## src/rtl/gpio_bank_pkg.sv

```systemverilog
package gpio_bank_pkg;

   localparam int DATA_W   = 32;
   localparam int ADDR_W   = 4;
   localparam int MODE_BIT = 10;

   localparam logic [DATA_W-1:0] CTRL_FIXED = 32'h11FF_0000;

   localparam logic [ADDR_W-1:0] OFS_DIR    = 4'd0;
   localparam logic [ADDR_W-1:0] OFS_VAL    = 4'd1;
   localparam logic [ADDR_W-1:0] OFS_SET    = 4'd2;
   localparam logic [ADDR_W-1:0] OFS_CLR    = 4'd3;
   localparam logic [ADDR_W-1:0] OFS_POL    = 4'd4;
   localparam logic [ADDR_W-1:0] OFS_CAUSE  = 4'd5;
   localparam logic [ADDR_W-1:0] OFS_MASK_A = 4'd6;
   localparam logic [ADDR_W-1:0] OFS_MASK_B = 4'd7;
   localparam logic [ADDR_W-1:0] OFS_CTRL   = 4'd8;

   typedef struct packed {
      logic dir;
      logic val;
      logic set;
      logic clr;
      logic pol;
      logic cause;
      logic mask;
      logic ctrl;
   } wr_strb_t;

endpackage

```

## src/rtl/gpio_bank_sync.sv

```systemverilog
module gpio_bank_sync #(
   parameter int WIDTH  = 32,
   parameter int STAGES = 2
) (
   input  logic             clk,
   input  logic             rst_n,
   input  logic [WIDTH-1:0] d,
   output logic [WIDTH-1:0] q
);

   generate
      if (STAGES == 2) begin : g_pair
         logic [WIDTH-1:0] meta_q;
         logic [WIDTH-1:0] stable_q;

         always_ff @(posedge clk or negedge rst_n) begin
            if (!rst_n) begin
               meta_q   <= '0;
               stable_q <= '0;
            end else begin
               meta_q   <= d;
               stable_q <= meta_q;
            end
         end

         assign q = stable_q;
      end else begin : g_chain
         logic [WIDTH-1:0] stage_q [STAGES];

         always_ff @(posedge clk or negedge rst_n) begin
            if (!rst_n) begin
               for (int i = 0; i < STAGES; i++) stage_q[i] <= '0;
            end else begin
               stage_q[0] <= d;
               for (int i = 1; i < STAGES; i++) stage_q[i] <= stage_q[i-1];
            end
         end

         assign q = stage_q[STAGES-1];
      end
   endgenerate

endmodule

```

## src/rtl/gpio_bank_regs.sv

```systemverilog
module gpio_bank_regs #(
   parameter int PIN_W = 32
) (
   input  logic                    clk,
   input  logic                    rst_n,
   input  gpio_bank_pkg::wr_strb_t strb,
   input  logic [PIN_W-1:0]        wdata,
   input  logic                    mode_d,
   input  logic [PIN_W-1:0]        smp,
   output logic [PIN_W-1:0]        dir_q,
   output logic [PIN_W-1:0]        pol_q,
   output logic [PIN_W-1:0]        mask_q,
   output logic                    mode_q,
   output logic [PIN_W-1:0]        value_q,
   output logic [PIN_W-1:0]        value_nxt,
   output logic [PIN_W-1:0]        rise
);

   logic [PIN_W-1:0] drv_upd;
   logic [PIN_W-1:0] in_lvl;

   // sampled level after optional inversion
   assign in_lvl = smp ^ pol_q;

   // software update of driven pins; strobes are mutually exclusive by offset
   always_comb begin
      drv_upd = value_q;
      if (strb.val)      drv_upd = wdata;
      else if (strb.set) drv_upd = value_q | wdata;
      else if (strb.clr) drv_upd = value_q & ~wdata;
   end

   assign value_nxt = (drv_upd & dir_q) | (in_lvl & ~dir_q);

   // only sampled pins can report a rise
   assign rise = ~dir_q & in_lvl & ~value_q;

   always_ff @(posedge clk or negedge rst_n) begin
      if (!rst_n) begin
         dir_q   <= '0;
         pol_q   <= '0;
         mask_q  <= '0;
         mode_q  <= 1'b0;
         value_q <= '0;
      end else begin
         if (strb.dir)  dir_q  <= wdata;
         if (strb.pol)  pol_q  <= wdata;
         if (strb.mask) mask_q <= wdata;
         if (strb.ctrl) mode_q <= mode_d;
         value_q <= value_nxt;
      end
   end

endmodule

```

## src/rtl/gpio_bank_intr.sv

```systemverilog
module gpio_bank_intr #(
   parameter int PIN_W = 32,
   parameter int GRP_W = 8
) (
   input  logic                     clk,
   input  logic                     rst_n,
   input  logic                     cause_wr,
   input  logic [PIN_W-1:0]         wdata,
   input  logic [PIN_W-1:0]         rise,
   input  logic [PIN_W-1:0]         mask,
   input  logic                     mode,
   input  logic [PIN_W-1:0]         value_nxt,
   output logic [PIN_W-1:0]         cause_q,
   output logic [PIN_W/GRP_W-1:0]   irq
);

   localparam int N_GRP = PIN_W / GRP_W;

   // a write replaces the cause contents; a same-cycle rise still lands
   always_ff @(posedge clk or negedge rst_n) begin
      if (!rst_n) cause_q <= '0;
      else        cause_q <= (cause_wr ? wdata : cause_q) | rise;
   end

   generate
      for (genvar g = 0; g < N_GRP; g++) begin : g_grp
         localparam int LO = g * GRP_W;
         logic hit;
         logic clr_lvl;
         logic clr_edge;
         logic irq_r;

         assign hit      = |(rise[LO +: GRP_W] & mask[LO +: GRP_W]);
         assign clr_lvl  = mode & ~|value_nxt[LO +: GRP_W];
         assign clr_edge = ~mode & cause_wr & ~|wdata[LO +: GRP_W];

         always_ff @(posedge clk or negedge rst_n) begin
            if (!rst_n)                     irq_r <= 1'b0;
            else if (hit)                   irq_r <= 1'b1;
            else if (clr_lvl || clr_edge)   irq_r <= 1'b0;
         end

         assign irq[g] = irq_r;
      end
   endgenerate

endmodule

```

## src/rtl/gpio_bank.sv

```systemverilog
module gpio_bank
   import gpio_bank_pkg::*;
#(
   parameter int PIN_W       = 32,
   parameter int GRP_W       = 8,
   parameter int SYNC_STAGES = 2
) (
   input  logic                     clk,
   input  logic                     rst_n,
   input  logic                     reg_wr,
   input  logic [ADDR_W-1:0]        reg_addr,
   input  logic [DATA_W-1:0]        reg_wdata,
   output logic [DATA_W-1:0]        reg_rdata,
   input  logic [PIN_W-1:0]         pin_in,
   output logic [PIN_W-1:0]         pin_out,
   output logic [PIN_W-1:0]         pin_oe,
   output logic [PIN_W/GRP_W-1:0]   grp_irq
);

   generate
      if (PIN_W > DATA_W || PIN_W < 1) begin : g_bad_pins
         $error("gpio_bank: PIN_W must lie in 1..%0d", DATA_W);
      end
      if (GRP_W < 1 || (PIN_W % GRP_W) != 0) begin : g_bad_grp
         $error("gpio_bank: PIN_W must be a multiple of GRP_W");
      end
      if (SYNC_STAGES < 2) begin : g_bad_sync
         $error("gpio_bank: SYNC_STAGES must be at least 2");
      end
   endgenerate

   wr_strb_t         strb;
   logic [PIN_W-1:0] wdata_p;
   logic [PIN_W-1:0] smp;
   logic [PIN_W-1:0] dir_q;
   logic [PIN_W-1:0] pol_q;
   logic [PIN_W-1:0] mask_q;
   logic             mode_q;
   logic [PIN_W-1:0] value_q;
   logic [PIN_W-1:0] value_nxt;
   logic [PIN_W-1:0] rise;
   logic [PIN_W-1:0] cause_q;

   assign wdata_p = reg_wdata[PIN_W-1:0];

   always_comb begin
      strb = '0;
      if (reg_wr) begin
         case (reg_addr)
            OFS_DIR:                strb.dir   = 1'b1;
            OFS_VAL:                strb.val   = 1'b1;
            OFS_SET:                strb.set   = 1'b1;
            OFS_CLR:                strb.clr   = 1'b1;
            OFS_POL:                strb.pol   = 1'b1;
            OFS_CAUSE:              strb.cause = 1'b1;
            OFS_MASK_A, OFS_MASK_B: strb.mask  = 1'b1;
            OFS_CTRL:               strb.ctrl  = 1'b1;
            default: ;
         endcase
      end
   end

   gpio_bank_sync #(
      .WIDTH  (PIN_W),
      .STAGES (SYNC_STAGES)
   ) u_sync (
      .clk   (clk),
      .rst_n (rst_n),
      .d     (pin_in),
      .q     (smp)
   );

   gpio_bank_regs #(
      .PIN_W (PIN_W)
   ) u_regs (
      .clk       (clk),
      .rst_n     (rst_n),
      .strb      (strb),
      .wdata     (wdata_p),
      .mode_d    (reg_wdata[MODE_BIT]),
      .smp       (smp),
      .dir_q     (dir_q),
      .pol_q     (pol_q),
      .mask_q    (mask_q),
      .mode_q    (mode_q),
      .value_q   (value_q),
      .value_nxt (value_nxt),
      .rise      (rise)
   );

   gpio_bank_intr #(
      .PIN_W (PIN_W),
      .GRP_W (GRP_W)
   ) u_intr (
      .clk       (clk),
      .rst_n     (rst_n),
      .cause_wr  (strb.cause),
      .wdata     (wdata_p),
      .rise      (rise),
      .mask      (mask_q),
      .mode      (mode_q),
      .value_nxt (value_nxt),
      .cause_q   (cause_q),
      .irq       (grp_irq)
   );

   always_comb begin
      reg_rdata = '0;
      case (reg_addr)
         OFS_DIR:                reg_rdata[PIN_W-1:0] = dir_q;
         OFS_VAL:                reg_rdata[PIN_W-1:0] = value_q;
         OFS_POL:                reg_rdata[PIN_W-1:0] = pol_q;
         OFS_CAUSE:              reg_rdata[PIN_W-1:0] = cause_q;
         OFS_MASK_A, OFS_MASK_B: reg_rdata[PIN_W-1:0] = mask_q;
         OFS_CTRL: begin
            reg_rdata           = CTRL_FIXED;
            reg_rdata[MODE_BIT] = mode_q;
         end
         default: ;
      endcase
   end

   assign pin_out = value_q;
   assign pin_oe  = dir_q;

endmodule

```

## config.mk

```make
export PLATFORM = sky130hd
export DESIGN_NAME = gpio_bank
export DESIGN_NICKNAME = d
export VERILOG_FILES = /design/src/rtl/gpio_bank_pkg.sv /design/src/rtl/gpio_bank_sync.sv /design/src/rtl/gpio_bank_regs.sv /design/src/rtl/gpio_bank_intr.sv /design/src/rtl/gpio_bank.sv
export SDC_FILE = /design/constraint.sdc
export NUM_CORES = 1
export LEC_CHECK = 0
export ABC_AREA = 1
export BUFFER_PORTS_ARGS = -buffer_cell sky130_fd_sc_hd__buf_2
export CORE_UTILIZATION = 60
export CTS_CLUSTER_DIAMETER = 120
export CTS_CLUSTER_SIZE = 24
export DETAILED_ROUTE_END_ITERATION = 8
export PLACE_DENSITY_LB_ADDON = 0.25
export SLEW_MARGIN = 5
export SYNTH_ARGS = -nofsm -noshare
export SYNTH_HDL_FRONTEND = slang
export SYNTH_SLANG_ARGS = --single-unit
export TNS_END_PERCENT = 1
```

## constraint.sdc

```tcl
create_clock -name clk -period 4 [get_ports clk]
set_input_delay 0.8 -clock clk [delete_from_list [all_inputs] [get_ports clk]]
set_output_delay 0.8 -clock clk [all_outputs]
set_load 0.01 [all_outputs]
```

==> metrics.txt, run 1 <==
status completed; Post-Syn Area 10200 um2; number of flops mapped to enable cells by yosys 0; PD cells 492 nW/um2; Die W about 130 um; post-CTS sizing 0; CP max FO 10; Remaining Overflow, GRT 0; clk root buf clkbuf_16; clock group share of total power 23.3%; post-synth top area share 55.9%; Crit. End Element output pin; number of cells on the worst reg-to-reg path 5; vias in the first global route 8811; switching part of the total about a third; Synth Flop Type dfrtp_1; starting density of the core 61.6%; most common cell after layout, fill and taps aside nand2_1; FP Rows 47; Inserted Clock Buffers 13; Final Cycle Share between 80 and 90%; Rel. slew slack 24.1%; H-tree Lvls 1; CP delay by family, top simple AND/OR/NAND/NOR gates; Worst-Margin Slew 1140 ps; Die Ht between 100 and 150 um; Tot GR Track Use 33.8%; R2R Setup Slk 2440 ps; Synth Instances about 1200; Seq pwr share 53.2%; main area contributors after synthesis dfrtp_1, nand2_1, o21ai_0; # Post-CTS Setup Buffers 0; Area growth, synth to finish 14.6%; NetSw roughly 2.0 mW; TritonCTS clock tree built; Yosys reg bits 229; clk_lat worst skew 490 ps; critical path depth 9; Iter 0 DRT Violations about 1100; Nets around 1400; diode count 0; startpoint types input port; CTS clk-pin slew, worst paths 100 ps; drt first pass iters 5; Min-Delay Path Class input port to async pin; CP max-delay cell nor2_2; slowest stage delay, CP 380 ps; pin count of the biggest net entering global routing between 90 and 100; Max Clock Freq 298 MHz; final RePlAce weighted congestion 0.912; combinational power share between 20% and 30%; Synth Warn # 0; drt wl/cell roughly 18 um; P_int 3.82 mW; min cycle time layout 3360 ps; Die Area roughly 18000 um2; Post-CTS Hold Fix Bufs 0; maximum VDD drop 0.428 mV; sequential area share after synthesis between 50% and 60%; worst path cell trace buf_2 > nor2_2 > inv_1 > nor2_1 > nand2_1 > nor2_1 > a221oi_1 > nand4_1 > buf_2; Critical Path AT 2560 ps; critical path type input port to output pin; Setup TNS Final 0 ps; port buffer count between 150 and 200; clk_skew 26.4 ps; Lkg Pwr around 6.0 nW; Detailed Place HPWL 19800 um; initial antenna violation count 0; hold_ws 298 ps; share of flip-flops with an asynchronous set or reset 100%; Distinct cells, synth 32; boundary pin count 171; RSZ-0062 raised after global routing no; WP buf/inv 3; Detail Route Antenna Nets 0; global-route wire length before repair between 40000 and 50000 um; endpoints failing setup 0; WL final between 20000 and 30000 um; clock tree buffer depth 3; Avg Vias per Cell 5.90; Syn Area/Cell approximately 8.5 um2; Post-route DRC 0; Slew Limit Fails 0; vias post-DR 9340; most frequent cells in the layout nand2_1, dfrtp_1, buf_2; final hold violations 0; Clock Sinks 229; Design Power 5.77 mW; share of layout cells above drive strength 1 approximately 16%; max cap viols 0; Req. time, crit path roughly 3200 ps; Placeable Area 16600 um2; Synthesized Nets approximately 1300; cell taking the most area after synthesis dfrtp_1
## registers in the layout (all words and copies together), names as in the netlist
| register | cells |
|---|---|
| u_sync.g_pair.meta_q | 32 |
| u_sync.q | 32 |
| u_regs.mode_q | 1 |
| u_intr.cause_q | 32 |
| u_regs.dir_q | 32 |
| u_regs.pol_q | 32 |
| u_regs.value_q | 32 |
| u_intr.g_grp.irq_r | 4 |
| u_regs.mask_q | 32 |
## power groups by stage
stage,combinational (mW),clock [mW],sequential [mW]
after floorplan,0.760,0,3.08
after global placement,1.29,0,3.09
final,1.35,1.35,3.07
after CTS,1.35,1.36,3.06
after detailed placement,1.34,0,3.10
after global routing,1.53,1.44,3.12
## Yosys cell counts, types with 3 or more instances
library cell,count
nand2_1,373
dfrtp_1,229
o21ai_0,139
inv_1,114
nor2_1,74
a21oi_1,48
nand3_1,37
nand4_1,32
a221oi_1,27
clkbuf_1,26
buf_2,17
o211ai_1,14
nor3b_1,12
nor3_1,9
xor2_1,7
a32o_1,6
a22o_1,5
buf_4,5
nor4_1,4
o31a_1,4
a21boi_1,3
nand2_2,3
nor2_4,3
## metrics by stage
step	util (%)	instances	area (um2)	worst slack, ps
floorplan	-	1205	10200	1270
detailed placement	68.4	1568	11400	675
CTS	70.6	1583	11700	674
global route	70.6	1583	11700	572
finish	70.6	1583	11700	640
global placement	68.4	1568	11400	702
## kinds of logic (layout without fill, tap and decap cells)
family          after synthesis  after routing  share of synthesized area, %
simple gates                550            550                          22.5
compound gates              253            253                          14.5
flops                       229            229                          55.9
buf+inv                     166            324                          6.47
xor+xnor                      7              7                         0.598
## routing by layer
layer	up-vias	wire length (um)	global-route usage (%)
met5	-	0	0
met4	0	1010	12.9
met3	80	2820	6.17
met2	546	13700	54.3
met1	4435	11600	46.1
li1	4279	-	-
## layout make-up
type | count | area (um2)
sequential | 229 | 5730
fill | 1310 | 4900
multi-input combinational | 810 | 3870
timing repair buffer | 193 | 1080
inverter | 116 | 435
clock buffer | 13 | 325
tap | 220 | 275
clock inverter | 2 | 25.0
## worst paths after layout
check | to | startpoint
max | reg_rdata[10] | reg_addr[1]
min | u_regs.dir_q[15] | rst_n
max reg2reg | u_intr.g_grp[1].irq_r | u_regs.mode_q
min reg2reg | u_sync.q[16] | u_sync.g_pair.meta_q[16]
max in group asynchronous | u_regs.value_q[16] | rst_n
min in group clk | u_sync.q[16] | u_sync.g_pair.meta_q[16]
Note: power is estimated with default switching activity, not from simulation.
==> inputs of run 2 (changes only) <==
CORE_UTILIZATION = 56   (was 60)
clock period = 3.1 ns   (was 4 ns; I/O delays follow)
==> metrics.txt, run 2 (synthesis results as in run 1) <==
Iter 0 DRT Violations 936 (-13%); RSZ-0062 raised after global routing no; startpoint types input port; Layout Utilization 66.0% (-4.5 points); Placeable Area 18000 um2 (+7.9%); Detailed Place HPWL 20400 um (+3.0%); placed cell count 1587 (+1.2%); Final Cycle Share about 90%; most common cell after layout, fill and taps aside nand2_1; Die Ht 137 um (+3.5%); vias post-DR 9353 (+0.14%); met2 WL post-DR 13900 um (+1.6%); final RePlAce weighted congestion 0.916 (+0.38%); Die Area 18800 um2 (+7.0%); Final Non-Filler Cells 1603 (+1.3%); TritonCTS clock tree built; share of layout cells above drive strength 1 16.9% (+0.55 points); endpoints failing setup 0 (unchanged); Setup TNS Final 0 ps (unchanged); PD cells 626 nW/um2 (+27%); max cap viols 0 (unchanged); Inserted Clock Buffers 13 (unchanged); Design Power 7.43 mW (+29%); Fill cells 1495 (+14%); Req. time, crit path 2480 ps (-720 ps); most frequent cells in the layout nand2_1, dfrtp_1, buf_2; Crit. Startpoint reg_addr[2]; boundary pin count 171 (unchanged); Slew Limit Fails 0 (unchanged); initial antenna violation count 2 (+2); Max Clock Freq 366 MHz; FP Rows 49 (+4.3%); WL final 29600 um (+1.6%); CTS clk-pin slew, worst paths 90 ps (about the same); Rel. slew slack 63.6% (+39 points); pin count of the biggest net entering global routing 73 (-26%); final hold violations 0 (unchanged); drt first pass iters 5 (unchanged); Die W 137 um (+3.5%); min cycle time layout ~2700 ps; Nets 1444 (+0.70%); CP max FO 18 (+8); Crit. End Element output pin; # Post-CTS Setup Buffers 0 (unchanged); Min-Delay Path Class input port to async pin; vias in the first global route 8688 (-1.4%); Lkg Pwr 6.03 nW (+1.1%); Area growth, synth to finish 15.7%; hold_ws 103 ps (-195 ps); Top Metal Used met4; global-route wire length before repair 45500 um (-1.7%); Critical Path AT 2120 ps (-440 ps); clk root buf clkbuf_16; Post-route DRC 0 (unchanged); starting density of the core 57.1% (-4.5 points); Post-CTS Hold Fix Bufs 0 (unchanged); Worst-Margin Slew 545 ps (-593 ps); Remaining Overflow, GRT 0 (unchanged); clk_skew 22.9 ps (-3.53 ps); metal3 WL 2660 um (-5.5%); post-CTS sizing 0 (unchanged); critical path type input port to output pin; clk_lat worst skew 480 ps (about the same); Detail Route Antenna Nets 0 (unchanged); status completed; port buffer count 170 (unchanged); wire length on met1 12000 um (+3.2%); H-tree Lvls 1 (unchanged); Avg Vias per Cell 5.83 (-1.1%); Clock Sinks 229 (unchanged); worst r2r src u_regs.mode_q; clock tree buffer depth 3 (unchanged); drt wl/cell 18.4 um (+0.32%); maximum VDD drop 0.611 mV (+43%); Tot GR Track Use 31.9% (-1.9 points)
[run 2: cell types whose count changed in the layout (fill, tap and decap cells not counted)]
cell / previous run / this run
buf_4: 19 / 26
diode_2: 0 / 2
buf_12: 4 / 7
inv_6: 1 / 0
[run 2: routing by layer]
metal / global-route usage [%] / up-vias
li1: - / 4311
met5: 0 / -
met1: 43.5 / 4465
met2: 51.1 / 506
met4: 12.6 / 0
met3: 5.33 / 71
[run 2: final timing paths]
check | to | slack [ps] | depth (start not counted)
worst max-delay path | reg_rdata[16] | 360 | 11
worst min-delay path | u_sync.q[11] | 100 | 1
worst max register to register | u_intr.g_grp[2].irq_r | 1550 | 5
worst min register to register | u_sync.q[19] | 350 | 0
max in group asynchronous | u_regs.pol_q[30] | 2260 | 2
min in group clk | u_sync.g_pair.meta_q[12] | 240 | 1
[run 2: stage by stage]
step	worst slack, ps	cell area [um2]
floorplan	726	10200
global placement	416	11500
detailed placement	396	11500
CTS	387	11900
global route	229	11900
finish	365	11900
[run 2: critical path, stage by stage]
cell and delay [ps]:
buf_2 120, inv_1 50, nor2_2 220, nand2_1 130, inv_2 270, buf_12 220
nand2_1 60, nand2_1 50, a221oi_1 50, o211ai_1 130, buf_2 170
[run 2: power by group]
group	internal (mW)	switching, mW
Combinational	0.697	1.06
Sequential	3.47	0.481
Clock	0.767	0.956
Total	4.93	2.50
[run 2: layout make-up]
| class | count | area [um2] | share of cell area [%] |
|---|---|---|---|
| clock inverters | 1 | 16.3 | 0.137 |
| diodes | 2 | 5.00 | 0.0422 |
| flip-flops and latches | 229 | 5730 | 48.3 |
| repair buffers | 203 | 1200 | 10.1 |
| inverters | 116 | 435 | 3.67 |
| multi-input cells | 810 | 3870 | 32.6 |
| clock buffers | 13 | 325 | 2.74 |
| well taps | 229 | 287 | 2.42 |
